### config.mk
export PLATFORM = sky130hd
export DESIGN_NAME = dma_seq
export DESIGN_NICKNAME = d
export VERILOG_FILES = /design/src/rtl/dma_seq_pkg.sv /design/src/rtl/dma_seq_count.sv /design/src/rtl/dma_seq_addr.sv /design/src/rtl/dma_seq.sv
export SDC_FILE = /design/constraint.sdc
export NUM_CORES = 1
export LEC_CHECK = 0
export CORE_UTILIZATION = 25
export DETAILED_ROUTE_END_ITERATION = 7
export DONT_BUFFER_PORTS = 1
export PLACE_DENSITY_LB_ADDON = 0.08
export SLEW_MARGIN = 20
export SYNTH_ARGS = -nofsm -noshare
export SYNTH_HDL_FRONTEND = slang
export SYNTH_SLANG_ARGS = --single-unit
### constraint.sdc
create_clock -name clk -period 7.6 [get_ports clk]
set_input_delay 0.76 -clock clk [delete_from_list [all_inputs] [get_ports clk]]
set_output_delay 0.76 -clock clk [all_outputs]
set_load 0.05 [all_outputs]
### src/rtl/dma_seq_pkg.sv
package dma_seq_pkg;
    localparam int SW_LSB      = 30;
    localparam int DW_LSB      = 28;
    localparam int MODE_LSB    = 24;
    localparam int FIX_SEL_BIT = 21;
    localparam int FIX_EN_BIT  = 20;

    typedef enum logic [1:0] {
        ST_WAIT = 2'd0,
        ST_RUN  = 2'd1,
        ST_HALT = 2'd2
    } seq_state_e;

    typedef enum logic [1:0] {
        MODE_FRAG = 2'd0,
        MODE_BLK  = 2'd1,
        MODE_TRSC = 2'd2,
        MODE_LIST = 2'd3
    } req_mode_e;
endpackage

### src/rtl/dma_seq_count.sv
module dma_seq_count #(
    parameter int FRAG_W = 17,
    parameter int BLK_W  = 17,
    parameter int TRSC_W = 28
) (
    input  logic              clk,
    input  logic              rst_n,
    input  logic              clear,
    input  logic              adv,
    input  logic [3:0]        beat_bytes,
    input  logic [FRAG_W-1:0] frag_len,
    input  logic [BLK_W-1:0]  blk_len,
    input  logic [TRSC_W-1:0] trsc_len,
    output logic              frag_end,
    output logic              blk_end,
    output logic              trsc_end
);
    localparam int FS = FRAG_W + 1;
    localparam int BS = BLK_W + 1;
    localparam int TS = TRSC_W + 1;

    typedef struct packed {
        logic [FRAG_W-1:0] frag;
        logic [BLK_W-1:0]  blk;
        logic [TRSC_W-1:0] trsc;
    } cnt_t;

    cnt_t cnt_d, cnt_q;
    logic [FS-1:0] frag_sum;
    logic [BS-1:0] blk_sum;
    logic [TS-1:0] trsc_sum;

    always_comb begin
        frag_sum = {1'b0, cnt_q.frag} + FS'(beat_bytes);
        blk_sum  = {1'b0, cnt_q.blk} + BS'(beat_bytes);
        trsc_sum = {1'b0, cnt_q.trsc} + TS'(beat_bytes);
        trsc_end = trsc_sum >= {1'b0, trsc_len};
        blk_end  = trsc_end || (blk_sum >= {1'b0, blk_len});
        frag_end = blk_end || (frag_sum >= {1'b0, frag_len});
        cnt_d = cnt_q;
        if (clear) begin
            cnt_d = '0;
        end else if (adv) begin
            cnt_d.frag = frag_end ? '0 : frag_sum[FRAG_W-1:0];
            cnt_d.blk  = blk_end  ? '0 : blk_sum[BLK_W-1:0];
            cnt_d.trsc = trsc_end ? '0 : trsc_sum[TRSC_W-1:0];
        end
    end

    always_ff @(posedge clk or negedge rst_n) begin
        if (!rst_n) cnt_q <= '0;
        else        cnt_q <= cnt_d;
    end


    frag_cnt_bound_chk: assert property (@(posedge clk) disable iff (!rst_n)
        (frag_len != '0) |-> (cnt_q.frag < frag_len));

    blk_cnt_bound_chk: assert property (@(posedge clk) disable iff (!rst_n)
        (blk_len != '0) |-> (cnt_q.blk < blk_len));
endmodule

### src/rtl/dma_seq_addr.sv
module dma_seq_addr #(
    parameter int ADDR_W = 32,
    parameter int STEP_W = 16
) (
    input  logic              clk,
    input  logic              rst_n,
    input  logic              load,
    input  logic              adv,
    input  logic              fix_en,
    input  logic              fix_sel,
    input  logic [ADDR_W-1:0] src_base,
    input  logic [ADDR_W-1:0] dst_base,
    input  logic [STEP_W-1:0] src_step,
    input  logic [STEP_W-1:0] dst_step,
    output logic [ADDR_W-1:0] src_addr,
    output logic [ADDR_W-1:0] dst_addr
);
    typedef struct packed {
        logic [ADDR_W-1:0] src;
        logic [ADDR_W-1:0] dst;
    } addr_t;

    addr_t a_d, a_q;

    always_comb begin
        a_d = a_q;
        if (load) begin
            a_d.src = src_base;
            a_d.dst = dst_base;
        end else if (adv) begin
            if (!(fix_en && !fix_sel)) a_d.src = a_q.src + ADDR_W'(src_step);
            if (!(fix_en && fix_sel))  a_d.dst = a_q.dst + ADDR_W'(dst_step);
        end
    end

    always_ff @(posedge clk or negedge rst_n) begin
        if (!rst_n) a_q <= '0;
        else        a_q <= a_d;
    end

    assign src_addr = a_q.src;
    assign dst_addr = a_q.dst;


    dst_fixed_chk: assert property (@(posedge clk) disable iff (!rst_n)
        (adv && !load && fix_en && fix_sel) |=> $stable(dst_addr));

    src_fixed_chk: assert property (@(posedge clk) disable iff (!rst_n)
        (adv && !load && fix_en && !fix_sel) |=> $stable(src_addr));
endmodule

### src/rtl/dma_seq.sv
module dma_seq
    import dma_seq_pkg::*;
#(
    parameter int ADDR_W = 32,
    parameter int STEP_W = 16,
    parameter int FRAG_W = 17,
    parameter int BLK_W  = 17,
    parameter int TRSC_W = 28
) (
    input  logic              clk,
    input  logic              rst_n,
    input  logic              chan_en,
    input  logic              kick,
    input  logic              hold_req,
    input  logic [31:0]       xfer_word,
    input  logic [BLK_W-1:0]  blk_len,
    input  logic [TRSC_W-1:0] trsc_len,
    input  logic [2*STEP_W-1:0] step_word,
    input  logic [ADDR_W-1:0] src_base,
    input  logic [ADDR_W-1:0] dst_base,
    input  logic              beat_ack,
    output logic              rd_stb,
    output logic              wr_stb,
    output logic [ADDR_W-1:0] src_addr,
    output logic [ADDR_W-1:0] dst_addr,
    output logic [1:0]        src_width,
    output logic [1:0]        dst_width,
    output logic              frag_done,
    output logic              blk_done,
    output logic              trsc_done,
    output logic              unit_done,
    output logic              cfg_err,
    output logic              hold_sts
);
    typedef struct packed {
        seq_state_e st;
        logic       fresh;
        logic       frag_p;
        logic       blk_p;
        logic       trsc_p;
        logic       unit_p;
        logic       err_p;
    } seq_t;

    seq_t s_d, s_q;
    logic load, clear, adv, unit_end, bad_len;
    logic frag_end, blk_end, trsc_end;
    logic [FRAG_W-1:0] frag_len;
    logic [3:0] beat_bytes;
    req_mode_e mode;

    assign frag_len   = xfer_word[FRAG_W-1:0];
    assign mode       = req_mode_e'(xfer_word[MODE_LSB+1:MODE_LSB]);
    assign src_width  = xfer_word[SW_LSB+1:SW_LSB];
    assign dst_width  = xfer_word[DW_LSB+1:DW_LSB];
    assign beat_bytes = 4'd1 << src_width;
    assign bad_len    = (frag_len == '0) || (blk_len == '0) || (trsc_len == '0);

    always_comb begin
        case (mode)
            MODE_FRAG: unit_end = frag_end;
            MODE_BLK:  unit_end = blk_end;
            default:   unit_end = trsc_end;
        endcase
        s_d = s_q;
        s_d.frag_p = 1'b0;
        s_d.blk_p  = 1'b0;
        s_d.trsc_p = 1'b0;
        s_d.unit_p = 1'b0;
        s_d.err_p  = 1'b0;
        load  = 1'b0;
        clear = 1'b0;
        adv   = 1'b0;
        if (!chan_en) begin
            s_d.st    = ST_WAIT;
            s_d.fresh = 1'b1;
            clear     = 1'b1;
        end else begin
            case (s_q.st)
                ST_WAIT: if (kick) begin
                    if (bad_len) begin
                        s_d.err_p = 1'b1;
                    end else begin
                        if (s_q.fresh) begin
                            load      = 1'b1;
                            clear     = 1'b1;
                            s_d.fresh = 1'b0;
                        end
                        s_d.st = hold_req ? ST_HALT : ST_RUN;
                    end
                end
                ST_RUN: if (beat_ack) begin
                    adv        = 1'b1;
                    s_d.frag_p = frag_end;
                    s_d.blk_p  = blk_end;
                    s_d.trsc_p = trsc_end;
                    if (trsc_end) s_d.fresh = 1'b1;
                    if (unit_end) begin
                        s_d.unit_p = 1'b1;
                        s_d.st     = ST_WAIT;
                    end else if (hold_req) begin
                        s_d.st = ST_HALT;
                    end
                end
                ST_HALT: if (!hold_req) s_d.st = ST_RUN;
                default: s_d.st = ST_WAIT;
            endcase
        end
    end

    always_ff @(posedge clk or negedge rst_n) begin
        if (!rst_n) begin
            s_q       <= '0;
            s_q.st    <= ST_WAIT;
            s_q.fresh <= 1'b1;
        end else begin
            s_q <= s_d;
        end
    end

    dma_seq_count #(.FRAG_W(FRAG_W), .BLK_W(BLK_W), .TRSC_W(TRSC_W)) u_count (
        .clk(clk), .rst_n(rst_n), .clear(clear), .adv(adv),
        .beat_bytes(beat_bytes), .frag_len(frag_len), .blk_len(blk_len),
        .trsc_len(trsc_len), .frag_end(frag_end), .blk_end(blk_end),
        .trsc_end(trsc_end)
    );

    dma_seq_addr #(.ADDR_W(ADDR_W), .STEP_W(STEP_W)) u_addr (
        .clk(clk), .rst_n(rst_n), .load(load), .adv(adv),
        .fix_en(xfer_word[FIX_EN_BIT]), .fix_sel(xfer_word[FIX_SEL_BIT]),
        .src_base(src_base), .dst_base(dst_base),
        .src_step(step_word[STEP_W-1:0]), .dst_step(step_word[2*STEP_W-1:STEP_W]),
        .src_addr(src_addr), .dst_addr(dst_addr)
    );

    assign rd_stb    = (s_q.st == ST_RUN);
    assign wr_stb    = (s_q.st == ST_RUN);
    assign hold_sts  = hold_req && (s_q.st != ST_RUN);
    assign frag_done = s_q.frag_p;
    assign blk_done  = s_q.blk_p;
    assign trsc_done = s_q.trsc_p;
    assign unit_done = s_q.unit_p;
    assign cfg_err   = s_q.err_p;


    stb_hold_chk: assert property (@(posedge clk) disable iff (!rst_n)
        (rd_stb && !beat_ack && chan_en) |=> rd_stb);

    dis_quiet_chk: assert property (@(posedge clk) disable iff (!rst_n)
        !chan_en |=> !rd_stb);

    err_quiet_chk: assert property (@(posedge clk) disable iff (!rst_n)
        cfg_err |-> !rd_stb);

    halt_chk: assert property (@(posedge clk) disable iff (!rst_n)
        ($past(hold_req) && hold_req && !$past(rd_stb)) |-> !rd_stb);

    unit_quiet_chk: assert property (@(posedge clk) disable iff (!rst_n)
        unit_done |-> !rd_stb);
endmodule

After elaboration in Yosys (flattened, before gate mapping)
Cells that the tools add are included.

RAM bits: 0. Memory bits (read-only): 0. Bits of input ports: 179. Memories: 0. Bits in latches: 0. Bits in registers: 134. Logic and storage cells: 89.

$add $sub $neg: 5. Equality and inequality tests: 13. Reduce and logical (&&, ||, !) cells: 19. $mul: 0. Shift-type cells: 1. Div/mod/pow operators: 0. Bitwise gates (word level): 0. $lt $le $gt $ge: 3. Mux-type cells: 36.

Operator list (count): $mux W64 (2); $mux W62 (2); $add A32 B16 Y32 (2); $mux W32 (2); $add A17 B4 Y18 (2); $ge A18 B17 Y1 (2); $logic_not A17 Y1 (2); $mux W17 (2); $add A28 B4 Y29 (1); $ge A29 B28 Y1 (1); $logic_not A28 Y1 (1); $mux W28 (1); $mux W1 (14); $ne A3 B3 Y1 const B (4); $reduce_and A5 Y1 (2); $mux W3 (3); $mux W2 (4); $mux W7 (1); $pmux W2 S3 (1); $mux W5 (1); $eq A2 B1 Y1 const B (2); $logic_not A2 Y1 (2); $logic_or A1 B1 Y1 (4); $mux W4 (1); other kinds (12) (18).

Depth between registers and ports, before layout
Gate-level depths: netlist (run 1).

Depth in word-level cells: 10. Depth in mapped cells: 20. Depth with buffers taken out: 18.

Cells and area by module
From an unflattened synthesis (run 1), not the netlist that was laid out.

Cell total of the unflattened synthesis: 1259. Area total of the unflattened synthesis: 11029.3 sq um.

By module, submodules not included: dma_seq_count (times used 1, area each 5519.0 sq um, cells an instance 619); dma_seq_addr (times used 1, area each 4849.7 sq um, cells an instance 562); dma_seq (times used 1, area each 660.6 sq um, cells an instance 78).

Least setup slack after synthesis (run 1)
OpenSTA, ideal clock, no wires.

Path type: in2reg. Start point: input xfer_word[30]. End point: register u_count.cnt_q[46] in the netlist's numbering. Path buffers: 2. Arrival time: 4.437 ns. Data required time: 7.479 ns. Path slack: 3.043 ns. Cell stages on the path: 20. Cells stage by stage: buf_6 nor2_1 ha_1 ha_1 o21ai_0 o31ai_4 nand3_1 nor2_1 nand3_1 xnor2_1 ha_1 nand4_1 nor4_1 nand2_1 a41o_1 o2111a_2 nand3_4 nor2_4 buf_6 a22o_1.

Longest elaborated chain between the ends: 8. Elaborated cells on any way between the ends: 12. Classes of those cells: 3 x add/sub; 3 x order compare; 1 x shift; 3 x mux; 2 x reduce/logical.

Ends and longest elaborated chain: from (decl) (RTL line dma_seq.sv:15) `input logic [31:0] xfer_word,`; $shl A1 B2 Y4 (*) (RTL line dma_seq.sv:56) `assign beat_bytes = 4'd1 << src_width;`; $add A28 B4 Y29 / $add A17 B4 Y18 (equally long branches) (RTL line dma_seq_count.sv:36, dma_seq_count.sv:35); $ge A29 B28 Y1 / $ge A18 B17 Y1 (equally long branches) (RTL line dma_seq_count.sv:37, dma_seq_count.sv:38); $logic_or A1 B1 Y1 (RTL line dma_seq_count.sv:38) `blk_end = trsc_end || (blk_sum >= {1'b0, blk_len});`; $logic_or A1 B1 Y1 (RTL line dma_seq_count.sv:39) `frag_end = blk_end || (frag_sum >= {1'b0, frag_len});`; $mux W17 (*) (RTL line dma_seq_count.sv:44) `cnt_d.frag = frag_end ? '0 : frag_sum[FRAG_W-1:0];`; $mux W62 (*) (RTL line dma_seq_count.sv:43) `end else if (adv) begin`; $mux W62 (*) (RTL line dma_seq_count.sv:41) `if (clear) begin`; to (signal assigned) (RTL line dma_seq_count.sv:52) `else cnt_q <= cnt_d;`; to (decl) (RTL line dma_seq_count.sv:28) `cnt_t cnt_d, cnt_q;`.

Every way passes the cells marked *; elsewhere a longest branch is shown, timed or not. The select of a mux whose other input is x is not followed. A chain may end at the register's enable or synchronous reset.

Worst setup path in the final report (run 1)
Start point: input xfer_word[31]. End point: register u_count.cnt_q[50] in the netlist's numbering.

Same word-level chain as after synthesis.

==> results.yml, run 1 <==
floorplanning:
  fp.coreArea_um2: 42100
  die-area_um2: 43700
  initial_core_util_pct: 25.4
  chipHeight_um: 209
  die_x_um: 209
  io_pins: 255
  std_cell_rows: 75
sta:
  final-max-slew-violation-count: 0
  finalClockSkew_ns: 0.0100
  worst_slack_ns: 2.40
  max_slew_margin_pct: 35.0
  setup_viol: 0
  rsz0062_at_grt: "no"
  worst_pin_slew_ns: 0.974
  hold_violations: 0
  fin_setup_tns_ns: 0
  timing.final.crit_share_pct: 68.5
  period_minus_slack_ns: 5.20
  clock.fmax_mhz: 192
placement:
  dp_hpwl_um: 25900
  gp_congestion: 0.777
  portBuffers: 0
  dp_slack_ns: 1.91
yosys:
  ys_types: 79
  synth_cells: 1253
  avgSynthCellArea_um2: 8.55
  synth_edf_count: 0
  async_flop_share_pct: 100
  synth-seq-cells: 134
  syn_area_um2: 10700
  yosysWarnings: 0
  syn-num-nets: 1537
  ys.flop_type: "dfrtp_1"
  yosysSeqAreaShare_pct: 31.3
global_route:
  grt_pass1_wl_um: 54700
  antenna_found_initial: 2
  grtUsageTotal_pct: 16.3
  grt_max_degree: 134
  overflow: 0
  grt_pass1_vias: 9366
setup_path:
  crit_path_start_kind: "primary input"
  crit_path_end_kind: "register"
  arrival_ns: 5.56
  worstPathRequired_ns: 7.96
  critPathMaxFanout: 31
  critPathKind: "primary input to register"
layout:
  layout_commonest_cell: "dfrtp_1"
  antenna_cells: 0
  finish.net_count: 1514
  layout_common_cells: "dfrtp_1, nand2_1, ha_1"
  area_growth_pct: 11.2
  post-route-util_pct: 28.3
  drive_gt1_share_pct: 5.95
worst_hold_path:
  worstHoldPathType: "primary input to asynchronous set/reset pin"
clocking:
  cts-buffers-inserted: 17
  cts.htree.levels: 4
  clock_sinks: 134
  root_buffer: "clkbuf_16"
  cts_tree: "done"
  clk_pin_slew_ns: 0.06
  clock_latency_ns: 0.45
  post_cts_buffers: 0
  clockBufferDepth: 2
power:
  powerDensity_nw_per_um2: 257
  peakVddDrop_v: 0.000129
  p_leak_nw: 5.29
route:
  vias: 9054
  drt_iter0_markers: 328
  first_pass_iters: 5
  via_per_inst: 5.08
  routedWlPerCell_um: 19.4
  totalWireLength_um: 34600
  drtAntennaViolNets: 0
  drc: 0
flow_run:
  maxCapViolations: 0
outcome:
  status: "finished, final reports clean"
report_power, final:
group / leakage [nW] / switching, mW / internal, mW
registers: 1.74 / 0.530 / 0.812
clock network: 0.317 / 0.364 / 0.590
logic: 3.24 / 0.440 / 0.321
final timing paths:
check                           slack, ns               from                 to  cells after the start
worst max-delay path                 2.40      xfer_word[31]  u_count.cnt_q[50]                     17
worst min-delay path                 0.16              rst_n             s_q[5]                      0
worst max register to register       2.57   u_count.cnt_q[1]  u_count.cnt_q[50]                     16
worst min register to register       0.49  u_count.cnt_q[28]  u_count.cnt_q[28]                      2
max in group asynchronous            6.75              rst_n  u_count.cnt_q[57]                      1
min in group clk                     0.41           beat_ack             s_q[6]                      1
flip-flops by register name, summed over array words and instances (netlist names):
signal	count
s_q	3
unit_done	1
u_addr.src_addr	32
cfg_err	1
frag_done	1
u_addr.dst_addr	32
blk_done	1
u_count.cnt_q	62
trsc_done	1
synthesized netlist by cell type, drive strengths merged, types with 12 or more instances:
| master | instances | area, µm² |
|---|---|---|
| a211oi | 12 | 95.1 |
| a21o | 21 | 158 |
| a21oi | 88 | 455 |
| a22o | 33 | 289 |
| a31oi | 15 | 93.8 |
| and3 | 17 | 106 |
| buf | 21 | 134 |
| clkbuf | 29 | 109 |
| dfrtp | 133 | 3330 |
| ha | 103 | 1290 |
| inv | 95 | 357 |
| nand2 | 119 | 447 |
| nand3 | 54 | 283 |
| nand4 | 29 | 196 |
| nor2 | 80 | 313 |
| nor2b | 12 | 75.1 |
| nor3 | 34 | 170 |
| nor4 | 20 | 125 |
| o211ai | 12 | 90.1 |
| o21ai | 76 | 384 |
| xnor2 | 64 | 561 |
| xor2 | 45 | 394 |
final cells by class:
cell class | count | area [µm²]
fill | 4550 | 30200
multi-input combinational | 974 | 6790
sequential | 134 | 3350
tap | 539 | 674
clock buffer | 19 | 443
inverter | 95 | 357
clock inverter | 13 | 204
timing repair buffer | 8 | 92.6
critical path: stages:
cell and delay (ns):
nor2_1 0.24, ha_1 0.26, ha_1 0.27, o21ai_0 0.16, o31ai_4 0.50, nand3_1 0.27
nor2_1 0.17, xor2_1 0.23, ha_1 0.28, a2111oi_0 0.41, a21oi_1 0.15, o311ai_2 0.45
o2111ai_2 0.27, nor2_2 0.49, buf_12 0.27, nand3_1 0.12, o31ai_1 0.22
cells by family (layout without fill, tap and decap cells):
| kind of cell | Yosys count | in the layout | share of synthesized area, % |
|---|---|---|---|
| and+or+nand+nor | 408 | 408 | 19.0 |
| AOI/OAI and AO/OA | 347 | 347 | 22.3 |
| buffers and inverters | 145 | 135 | 5.60 |
| DFF | 134 | 134 | 31.3 |
| xor gates and xnor gates | 109 | 109 | 8.91 |
| adders and majority gates | 107 | 107 | 12.6 |
| muxes | 3 | 3 | 0.280 |
per-stage QoR:
step / instance area (µm²) / hold slack [ns] / instances / total power [mW]
finish: 11900 / 0.157 / 1782 / 3.06
global route: 11900 / 0.128 / 1782 / 3.25
CTS: 11900 / 0.120 / 1782 / 3.10
detailed placement: 11200 / 0.469 / 1749 / 2.11
global placement: 11200 / 0.469 / 1749 / 2.11
floorplan: 10700 / 0.456 / 1253 / 1.90
routing by layer:
metal	share of wire, %	GRT usage, %
met5	0.038	0
met4	1.0	4.21
met3	5.8	4.46
met2	48	27.3
met1	45	20.4
timing repair:
item,4_1_cts,5_1_grt
resized for setup,0,0
endpoints found under the hold margin,133,0
hold buffers,1,0
endpoints found under the setup margin,0,0
(Power assumes the default switching activity.)
==> run 2, diff against run 1 <==
clock period = 4.88 ns   (was 7.6 ns; I/O delays follow)
==> run 2 against run 1 <==
Die area is the same. Clock power grew 51%. Flip-flop and latch count is the same. Clock-buffer cell count grew 4. Power grew 54%. Critical path type is now register to register.
==> results.yml, run 2 (synthesized netlist as in run 1, its figures left out) <==
outcome:
  status: "finished, final reports clean"
sta:
  rsz0062_at_grt: "no"
  final-max-slew-violation-count: 0
  worst_pin_slew_ns: 1.08
  finalClockSkew_ns: 0.00969
  period_minus_slack_ns: 4.42
  fin_setup_tns_ns: 0
  timing.final.crit_share_pct: 90.6
  worst_slack_ns: 0.457
  setup_viol: 0
  clock.fmax_mhz: 226
  hold_violations: 0
  max_slew_margin_pct: 27.8
clocking:
  root_buffer: "clkbuf_16"
  clockBufferDepth: 2
  ctsResizeCount: 0
  cts_tree: "done"
  clock_sinks: 134
  clock_latency_ns: 0.47
  cts-buffers-inserted: 17
  post_cts_buffers: 0
  cts.htree.levels: 4
  clk_pin_slew_ns: 0.06
power:
  powerDensity_nw_per_um2: 391
  p_leak_nw: 5.37
  peakVddDrop_v: 0.000177
  total_power_mw: 4.71
layout:
  layout_common_cells: "dfrtp_1, nand2_1, ha_1"
  finish.net_count: 1532
  largest_register: "u_count.cnt_q"
  num-fill-cells: 4526
  post-route-util_pct: 28.6
  drive_gt1_share_pct: 7.06
  antenna_cells: 0
  largest_register_ffs: 62
  area_growth_pct: 12.3
  layout_commonest_cell: "dfrtp_1"
  fin_cells: 1800
placement:
  dp_hpwl_um: 26300
  gp_congestion: 0.777
  dp_slack_ns: 0.191
  place_inst: 1767
  portBuffers: 0
setup_path:
  critical_path.reg2reg.endpoint: "u_count.cnt_q[32]"
  reg2reg_from: "u_count.cnt_q[1]"
  crit_path_end_kind: "register"
  critPathMaxFanout: 10
  reg2reg_setup_slack_ns: 0.46
  crit_path_start_kind: "register"
  worstPathRequired_ns: 5.24
  critPathKind: "register to register"
  arrival_ns: 4.79
  worst_r2r_path_depth: 18
floorplanning:
  chipHeight_um: 209
  fp.coreArea_um2: 42100
  initial_core_util_pct: 25.4
  io_pins: 255
  die_x_um: 209
  die-area_um2: 43700
  std_cell_rows: 75
worst_hold_path:
  worstHoldPathType: "primary input to asynchronous set/reset pin"
global_route:
  grt_max_degree: 135
  antenna_found_initial: 2
  grt_pass1_wl_um: 54000
  overflow: 0
  grt_pass1_vias: 9137
  grtUsageTotal_pct: 16.2
route:
  vias: 9079
  first_pass_iters: 6
  drc: 0
  drtAntennaViolNets: 0
  routedWlPerCell_um: 19.1
  totalWireLength_um: 34500
  via_per_inst: 5.04
  drt_iter0_markers: 369
flow_run:
  maxCapViolations: 0
## run 2: changes by cell type in the layout (fill, tap and decap cells not counted), sizes merged
cell / previous run / this run
buf: 8 / 26
bufinv: 5 / 4
clkbuf: 19 / 23
clkinv: 7 / 4
## run 2: per-layer routing
layer	routed length, µm	part of all wire, %	GRT usage [%]	vias up
li1	-	-	-	4526
met1	15600	45	20.0	4331
met2	16200	47	26.6	188
met3	2080	6.0	4.87	32
met4	568	1.6	5.88	2
met5	13	0.038	0	-
## run 2: worst max path at each step
stage                                start           endpoint  slack, ns  depth (start not counted)
after detailed placement     xfer_word[31]  u_count.cnt_q[32]       0.19                         19
after global placement       xfer_word[30]  u_count.cnt_q[36]       0.24                         18
after floorplan              xfer_word[30]  u_count.cnt_q[46]       0.59                         20
after global routing      u_count.cnt_q[1]  u_count.cnt_q[32]       0.07                         18
after CTS                 u_count.cnt_q[1]  u_count.cnt_q[32]       0.40                         18
final                     u_count.cnt_q[1]  u_count.cnt_q[32]       0.46                         18
## run 2: area by class of cell
| class | instances | area, µm² | area share [%] |
|---|---|---|---|
| inverter | 95 | 357 | 2.96 |
| sequential | 134 | 3350 | 27.9 |
| clock inverter | 9 | 148 | 1.23 |
| tap | 539 | 674 | 5.60 |
| clock buffer | 23 | 478 | 3.97 |
| timing repair buffer | 26 | 240 | 2.00 |
| multi-input combinational | 974 | 6780 | 56.4 |
## run 2: where the power goes
part	internal [mW]	leakage (nW)	total, mW	switching [mW]
registers	1.27	1.74	2.09	0.822
logic	0.501	3.33	1.18	0.680
clock network	0.891	0.307	1.44	0.547
## run 2: what timing repair did
action                                 in CTS  in global routing
hold buffers                                1                  0
setup endpoints to repair                   0                  0
endpoints found under the hold margin     134                  0
## run 2: per-stage QoR
stage	hold slack [ns]	cell area, µm²
floorplan	0.192	10700
global placement	0.197	11400
detailed placement	0.198	11400
CTS	0.0213	12000
global route	0.0534	12000
finish	0.0200	12000
## run 2: worst max-delay path, stage by stage, from the launching register on
cell and delay [ns]:
dfrtp_1 0.45, xor2_1 0.19, ha_1 0.26, o21ai_0 0.16, o31ai_4 0.37, nand3_1 0.24
nor2_1 0.24, nand3_1 0.13, xnor2_1 0.17, ha_1 0.30, nand4_1 0.16, nor4_1 0.42
nand2_1 0.12, a41o_1 0.29, o2111a_2 0.19, nand3_4 0.16, buf_4 0.20, o21ai_1 0.07
a21o_1 0.18
